**config.mk**
```make
export PLATFORM = sky130hd
export DESIGN_NAME = sram_seq_ctrl
export DESIGN_NICKNAME = d
export VERILOG_FILES = /design/src/rtl/sram_seq_pkg.sv /design/src/rtl/sram_seq_timer.sv /design/src/rtl/sram_seq_datapath.sv /design/src/rtl/sram_seq_ctrl.sv
export SDC_FILE = /design/constraint.sdc
export NUM_CORES = 1
export LEC_CHECK = 0
export ABC_AREA = 1
export BUFFER_PORTS_ARGS = -buffer_cell sky130_fd_sc_hd__buf_2
export CAP_MARGIN = 40
export CELL_PAD_IN_SITES_DETAIL_PLACEMENT = 0
export CELL_PAD_IN_SITES_GLOBAL_PLACEMENT = 1
export CORE_AREA = 2 2 86 88
export DETAILED_ROUTE_END_ITERATION = 8
export DIE_AREA = 0 0 88 90
export GPL_ROUTABILITY_DRIVEN = 1
export PLACE_DENSITY = 0.71
export SLEW_MARGIN = 20
export SYNTH_ARGS = -nofsm -noshare
export SYNTH_HDL_FRONTEND = slang
export SYNTH_SLANG_ARGS = --single-unit
```
**constraint.sdc**
```tcl
create_clock -name clk -period 1.6 [get_ports clk]
set_input_delay 0 -clock clk [delete_from_list [all_inputs] [get_ports clk]]
set_output_delay 0 -clock clk [all_outputs]
set_load 0.05 [all_outputs]
```
**src/rtl/sram_seq_pkg.sv**
```systemverilog
`timescale 1ns/1ps
package sram_seq_pkg;

  typedef enum logic [2:0] {
    ST_IDLE,
    ST_SETUP,
    ST_WPULSE,
    ST_WHOLD,
    ST_RACC,
    ST_RHOLD,
    ST_RECOV
  } seq_state_t;

  function automatic int max_i(input int a, input int b);
    return (a > b) ? a : b;
  endfunction

endpackage

```
**src/rtl/sram_seq_timer.sv**
```systemverilog
`timescale 1ns/1ps
// Loadable down-counter that times each phase of an access.
module sram_seq_timer #(
  parameter int CW = 4
) (
  input  logic          clk,
  input  logic          rst,
  input  logic          load,
  input  logic [CW-1:0] load_val,
  output logic          done
);
  logic [CW-1:0] cnt_q;

  always_ff @(posedge clk) begin
    if (rst) begin
      cnt_q <= '0;
    end else if (load) begin
      cnt_q <= load_val;
    end else if (cnt_q != '0) begin
      cnt_q <= cnt_q - CW'(1);
    end
  end

  assign done = (cnt_q == '0);
endmodule

```
**src/rtl/sram_seq_datapath.sv**
```systemverilog
`timescale 1ns/1ps
// Request latch, write-data register and read capture.
module sram_seq_datapath #(
  parameter int AW = 21,
  parameter int DW = 8
) (
  input  logic          clk,
  input  logic          rst,
  input  logic          accept,
  input  logic          req_write,
  input  logic [AW-1:0] req_addr,
  input  logic [DW-1:0] req_wdata,
  input  logic          capture,
  input  logic [DW-1:0] mem_dq_in,
  output logic          op_write,
  output logic [AW-1:0] mem_addr,
  output logic [DW-1:0] mem_dq_out,
  output logic          rsp_valid,
  output logic [DW-1:0] rsp_rdata
);
  always_ff @(posedge clk) begin
    if (rst) begin
      op_write   <= 1'b0;
      mem_addr   <= '0;
      mem_dq_out <= '0;
      rsp_valid  <= 1'b0;
      rsp_rdata  <= '0;
    end else begin
      rsp_valid <= capture;
      if (accept) begin
        op_write   <= req_write;
        mem_addr   <= req_addr;
        mem_dq_out <= req_wdata;
      end
      if (capture) begin
        rsp_rdata <= mem_dq_in;
      end
    end
  end

  // the response strobe never lasts more than one cycle
  assert_rsp_single_R5: assert property (@(posedge clk) disable iff (rst)
    rsp_valid |=> !rsp_valid);

  // no new address is latched unless a request is accepted
  assert_addr_only_on_accept_R6: assert property (@(posedge clk) disable iff (rst)
    !$past(accept) |-> $stable(mem_addr));
endmodule

```
**src/rtl/sram_seq_ctrl.sv**
```systemverilog
`timescale 1ns/1ps
// Sequencer for single-byte accesses to an asynchronous SRAM.
module sram_seq_ctrl
  import sram_seq_pkg::*;
#(
  parameter int AW    = 21,
  parameter int DW    = 8,
  parameter int T_AS  = 1,   // address setup before strobes fall
  parameter int T_WP  = 11,  // write pulse width
  parameter int T_WH  = 3,   // address/data hold after write strobes rise
  parameter int T_RH  = 1,   // address hold after read strobes rise
  parameter int T_REC = 1,   // minimum strobes-high recovery
  parameter int T_CYC = 14,  // minimum chip-enable fall-to-fall period
  parameter int T_AA  = 14,  // address access
  parameter int T_ACE = 14,  // chip enable access
  parameter int T_OE  = 7    // output enable access
) (
  input  logic          clk,
  input  logic          rst,
  input  logic          req_valid,
  output logic          req_ready,
  input  logic          req_write,
  input  logic [AW-1:0] req_addr,
  input  logic [DW-1:0] req_wdata,
  input  logic          protect,
  output logic          rsp_valid,
  output logic [DW-1:0] rsp_rdata,
  output logic [AW-1:0] mem_addr,
  output logic          mem_ce_n,
  output logic          mem_oe_n,
  output logic          mem_we_n,
  output logic          mem_dq_oe,
  output logic [DW-1:0] mem_dq_out,
  input  logic [DW-1:0] mem_dq_in
);
  localparam int ACC_LEN = max_i(max_i(T_AA, T_ACE), max_i(T_OE, 1));
  localparam int W_SPAN  = T_AS + T_WP + T_WH + 1;
  localparam int R_SPAN  = T_AS + ACC_LEN + T_RH + 1;
  localparam int W_REC   = max_i(T_CYC - W_SPAN, max_i(T_REC, 1));
  localparam int R_REC   = max_i(T_CYC - R_SPAN, max_i(T_REC, 1));
  localparam int MAX_LEN = max_i(max_i(max_i(T_AS, T_WP), max_i(T_WH, T_RH)),
                                 max_i(max_i(W_REC, R_REC), ACC_LEN));
  localparam int CW      = $clog2(MAX_LEN + 1);

  localparam logic [CW-1:0] LD_AS  = CW'(T_AS - 1);
  localparam logic [CW-1:0] LD_WP  = CW'(T_WP - 1);
  localparam logic [CW-1:0] LD_WH  = CW'(T_WH - 1);
  localparam logic [CW-1:0] LD_RH  = CW'(T_RH - 1);
  localparam logic [CW-1:0] LD_ACC = CW'(ACC_LEN - 1);
  localparam logic [CW-1:0] LD_WRC = CW'(W_REC - 1);
  localparam logic [CW-1:0] LD_RRC = CW'(R_REC - 1);

  seq_state_t    st_q, st_d;
  logic          tmr_load, tmr_done;
  logic [CW-1:0] tmr_val;
  logic          accept, capture, op_write;

  assign req_ready = (st_q == ST_IDLE) && !protect;
  assign accept    = req_valid && req_ready;
  assign capture   = (st_q == ST_RACC) && tmr_done;

  sram_seq_timer #(.CW(CW)) timer_i (
    .clk      (clk),
    .rst      (rst),
    .load     (tmr_load),
    .load_val (tmr_val),
    .done     (tmr_done)
  );

  sram_seq_datapath #(.AW(AW), .DW(DW)) dpath_i (
    .clk        (clk),
    .rst        (rst),
    .accept     (accept),
    .req_write  (req_write),
    .req_addr   (req_addr),
    .req_wdata  (req_wdata),
    .capture    (capture),
    .mem_dq_in  (mem_dq_in),
    .op_write   (op_write),
    .mem_addr   (mem_addr),
    .mem_dq_out (mem_dq_out),
    .rsp_valid  (rsp_valid),
    .rsp_rdata  (rsp_rdata)
  );

  // Phase sequencing; every phase lasts (load value + 1) cycles.
  always_comb begin
    st_d     = st_q;
    tmr_load = 1'b0;
    tmr_val  = '0;
    unique case (st_q)
      ST_IDLE: if (accept) begin
        st_d = ST_SETUP; tmr_load = 1'b1; tmr_val = LD_AS;
      end
      ST_SETUP: if (tmr_done) begin
        tmr_load = 1'b1;
        if (op_write) begin st_d = ST_WPULSE; tmr_val = LD_WP;  end
        else          begin st_d = ST_RACC;   tmr_val = LD_ACC; end
      end
      ST_WPULSE: if (tmr_done) begin
        st_d = ST_WHOLD; tmr_load = 1'b1; tmr_val = LD_WH;
      end
      ST_WHOLD: if (tmr_done) begin
        st_d = ST_RECOV; tmr_load = 1'b1; tmr_val = LD_WRC;
      end
      ST_RACC: if (tmr_done) begin
        st_d = ST_RHOLD; tmr_load = 1'b1; tmr_val = LD_RH;
      end
      ST_RHOLD: if (tmr_done) begin
        st_d = ST_RECOV; tmr_load = 1'b1; tmr_val = LD_RRC;
      end
      ST_RECOV: if (tmr_done) st_d = ST_IDLE;
      default: st_d = ST_IDLE;
    endcase
  end

  // Strobes are registered from the next phase so they change on clock edges only.
  always_ff @(posedge clk) begin
    if (rst) begin
      st_q      <= ST_IDLE;
      mem_ce_n  <= 1'b1;
      mem_oe_n  <= 1'b1;
      mem_we_n  <= 1'b1;
      mem_dq_oe <= 1'b0;
    end else begin
      st_q      <= st_d;
      mem_ce_n  <= !((st_d == ST_WPULSE) || (st_d == ST_RACC));
      mem_we_n  <= !(st_d == ST_WPULSE);
      mem_oe_n  <= !(st_d == ST_RACC);
      mem_dq_oe <= (st_d == ST_WPULSE) || (st_d == ST_WHOLD);
    end
  end

  // write enable and output enable never overlap
  assert_no_contention_R9: assert property (@(posedge clk) disable iff (rst)
    !(!mem_we_n && !mem_oe_n));
  // bus driven only while the memory outputs are off
  assert_drive_vs_oe_R9: assert property (@(posedge clk) disable iff (rst)
    mem_dq_oe |-> mem_oe_n);
  // write enable low only inside chip enable low
  assert_we_inside_ce_R3: assert property (@(posedge clk) disable iff (rst)
    !mem_we_n |-> !mem_ce_n);
  // write pulse carries driven data
  assert_pulse_has_data_R3: assert property (@(posedge clk) disable iff (rst)
    !mem_we_n |-> mem_dq_oe);
  // address stable over chip-enable low and data hold
  assert_addr_hold_ce_R6: assert property (@(posedge clk) disable iff (rst)
    (!mem_ce_n && !$past(mem_ce_n)) |-> $stable(mem_addr));
  assert_addr_hold_data_R6: assert property (@(posedge clk) disable iff (rst)
    (mem_dq_oe && $past(mem_dq_oe)) |-> $stable(mem_addr));
  // an access starts only from a fully quiet bus
  assert_idle_before_start_R7: assert property (@(posedge clk) disable iff (rst)
    $fell(mem_ce_n) |-> ($past(mem_we_n) && $past(mem_oe_n) && !$past(mem_dq_oe)));
  // protect blocks the handshake
  assert_protect_blocks_R8: assert property (@(posedge clk) disable iff (rst)
    protect |-> !req_ready);
endmodule

```
==> run metrics <==
leakage power figure=around 1.4 nW; Switch Pwr=1.95 mW; I/O Pins=85; final hold slack=slightly below 8 ps; Synth Register Bits=50; first-iteration detailed-routing DRC count=33; logic gate share of total power=0.457; Final Worst Setup Slack=between 100 and 150 ps; CTS Buf Count=5; Reg power frac=0.351; slowest CP cell=dfxtp_1; Final Skew=approximately 10 ps; normalized max-slew margin=0.774; Routed wire per std cell=between 10 and 15 um; Port-buffer cells=84; startpoint types=flop; DRC=0; sequential share of the synthesized area=0.489; first-pass GRT wire length=8250 um; Worst Path Buf+Inv=2; max-slew violations=0; Final Cycle Share=0.916; Post-DRT Antenna Nets=0; final WL=between 5000 and 6000 um; most used routing layer in global routing=met2; post-layout minimum cycle time=1460 ps; met3 global-route usage=0.0422; power share of the clock group=0.193; initial antenna violation count=0; Core Box Area=approximately 7000 sq um; synth unique cells=28; H-Tree Depth=2; Fin. Hold Viols=0; CTS tree=done; most frequent cells in the layout=84 x buf_2, 48 x dfxtp_1, 47 x inv_1, 36 x o21ai_0, 36 x dlygate4sd3_1; Worst Max-Slew Pin Slew=338 ps; filler instances=about 740; DIE AREA=just under 8000 sq um; RSZ-0062 raised after global routing=false; CTS Root Cell=clkbuf_8; grt ovf=0; CP required=1830 ps; Crit path largest cell delay=320 ps; FF/Latch Area=1000 sq um; status=completed; Site Rows=31; Overall Global Routing Usage=0.129; layout cell share with drive strength beyond 1=0.306; Hold Crit Class=primary input to flop; Die Ht=90 um; most frequent CP cell=nand2_2; CP delay by family, top=simple AND/OR/NAND/NOR gates; worst-path cell chain=inv_1, ha_4, nand2_2, nor2_4, buf_4, nand2_2, nand2_1, o21ai_1, a21oi_1; die width=roughly 88 um; met1 Resource Use GR=0.151; Via density=4.18; Area Overhead vs Synth=49.8%; FMAX=just under 0.7 GHz; post-synth top area share=0.489; largest net degree at the start of global routing=roughly 40; CTS max path bufs=2; # setup viols final=0; Synth area leader=dfxtp_1; drt pass-1 iters=6; final instance area=~3100 sq um; multi-input logic area=800 sq um; VDD IR-drop max=between 0.5 and 0.6 mV; Cell Area, Synth=slightly above 2000 sq um; # diodes=0; CTS Sinks=50; commonest non-fill, non-tap cell in the layout=buf_2; Cell Int Power=2.67 mW; vias post-DR=2038; Clock Pin Slew Worst Setup and Hold Paths=90 ps; placed cell area=between 2000 and 3000 sq um; synth top area cells=dfxtp_1 49%, o21ai_0 8.8%, inv_1 8.8%; CP arrival=roughly 1700 ps; setup_tns=0 ps; Final #Nets=about 430; met2 global-route usage=0.221; crit path kind=flop to flop; Synth warnings=0; syn nets=309; post-detail-place hpwl=between 3000 and 4000 um; post-place setup slack=~47 ps; crit end category=flop; GP Congestion=about 0.73; R2R setup slack=~140 ps; Avg Cell Area, Syn=~7.7 sq um; crit path max fanout=7; Syn Inst Count=between 200 and 300; PD cells=1510 nW/um^2; vias in the first global route=just under 2000; Sw Share=0.421; Initial Util=0.291; worst skew pair latency=300 ps; Max-Cap Viols=0
==> cells by family (layout without fill, tap and decap cells) <==
logic type,after synthesis,after routing,share of synthesized area
AOI/OAI and AO/OA,77,77,0.189
xor gates and xnor gates,2,2,0.00856
adders and majority gates,1,1,0.00612
buffers and inverters,62,185,0.131
DFF,50,50,0.489
and+or+nand+nor,74,74,0.176
==> cell type report <==
cell class,instances,area share
flip-flops and latches,50,0.327
repair buffers,127,0.272
multi-input cells,154,0.261
inverters,50,0.0629
well taps,99,0.0404
clock buffers,5,0.0224
clock inverters,3,0.0143
==> cell usage after synthesis <==
library cell / n
xnor2_1: 2
clkbuf_1: 3
clkinv_4: 1
a31oi_1: 1
nand2_2: 4
nor3_4: 1
buf_6: 3
o21ai_1: 6
inv_2: 1
nand4_1: 2
nand2_4: 1
inv_1: 48
nor3_1: 1
nor2_4: 2
ha_1: 1
nand2_1: 22
nor2_1: 29
nand3_2: 2
nand3_1: 7
nor2_2: 1
nand3b_1: 1
nor4_1: 1
o21ai_0: 36
buf_2: 4
buf_1: 1
buf_4: 1
dfxtp_1: 50
a21oi_1: 34
==> path summary, 6_finish.rpt <==
check                                        start                                  to  cells after the start
setup / recovery     timer_i.cnt_q[1]$_SDFFE_PP0P_       timer_i.cnt_q[3]$_SDFFE_PP0P_                      9
hold / removal                        req_wdata[2]  dpath_i.mem_dq_out[2]$_SDFFE_PP0P_                      3
setup reg to reg     timer_i.cnt_q[1]$_SDFFE_PP0P_       timer_i.cnt_q[3]$_SDFFE_PP0P_                      9
hold reg to reg   dpath_i.mem_addr[1]$_SDFFE_PP0P_    dpath_i.mem_addr[1]$_SDFFE_PP0P_                      2
==> power by group through the flow <==
stage	combinational (mW)	sequential (mW)	clock, mW
6_report	2.11	1.62	0.889
5_1_grt	2.32	1.65	0.977
4_1_cts	1.95	1.62	0.935
3_5_place_dp	1.87	1.64	0
3_3_place_gp	1.87	1.64	0
2_1_floorplan	0.969	2.17	0
==> state kept, by name, indices dropped and copies added, names as in the netlist <==
register and count:
mem_oe_n 1, timer_i.cnt_q 4, mem_we_n 1, dpath_i.rsp_valid 1
dpath_i.rsp_rdata 8, dpath_i.mem_dq_out 8, dpath_i.mem_addr 21, mem_ce_n 1
dpath_i.op_write 1, mem_dq_oe 1, st_q 3
==> per-stage QoR <==
step	std cells	utilization	total power, mW
after global routing	488	0.437	4.95
final	488	0.437	4.62
after detailed placement	441	0.363	3.52
after floorplan	266	-	3.14
after global placement	441	0.363	3.51
after CTS	485	0.431	4.50
==> worst min-delay path: stages <==
cell	delay [ps]
buf_2	70
o21ai_0	80
a21oi_1	120
==> what timing repair did <==
item | 4_1_cts | 5_1_grt
buffers inserted | 0 | 3
gates resized for setup | 0 | 7
endpoints found under the hold margin | 40 | 0
hold buffers | 36 | 0
setup endpoints to repair | 0 | 8
==> routing by layer <==
metal | vias to the layer above | routed length [um]
met2 | 70 | 2280
li1 | 1081 | -
met1 | 883 | 2410
met5 | - | 0
met4 | 0 | 56
met3 | 4 | 368
Note: power is estimated with default switching activity, not from simulation.
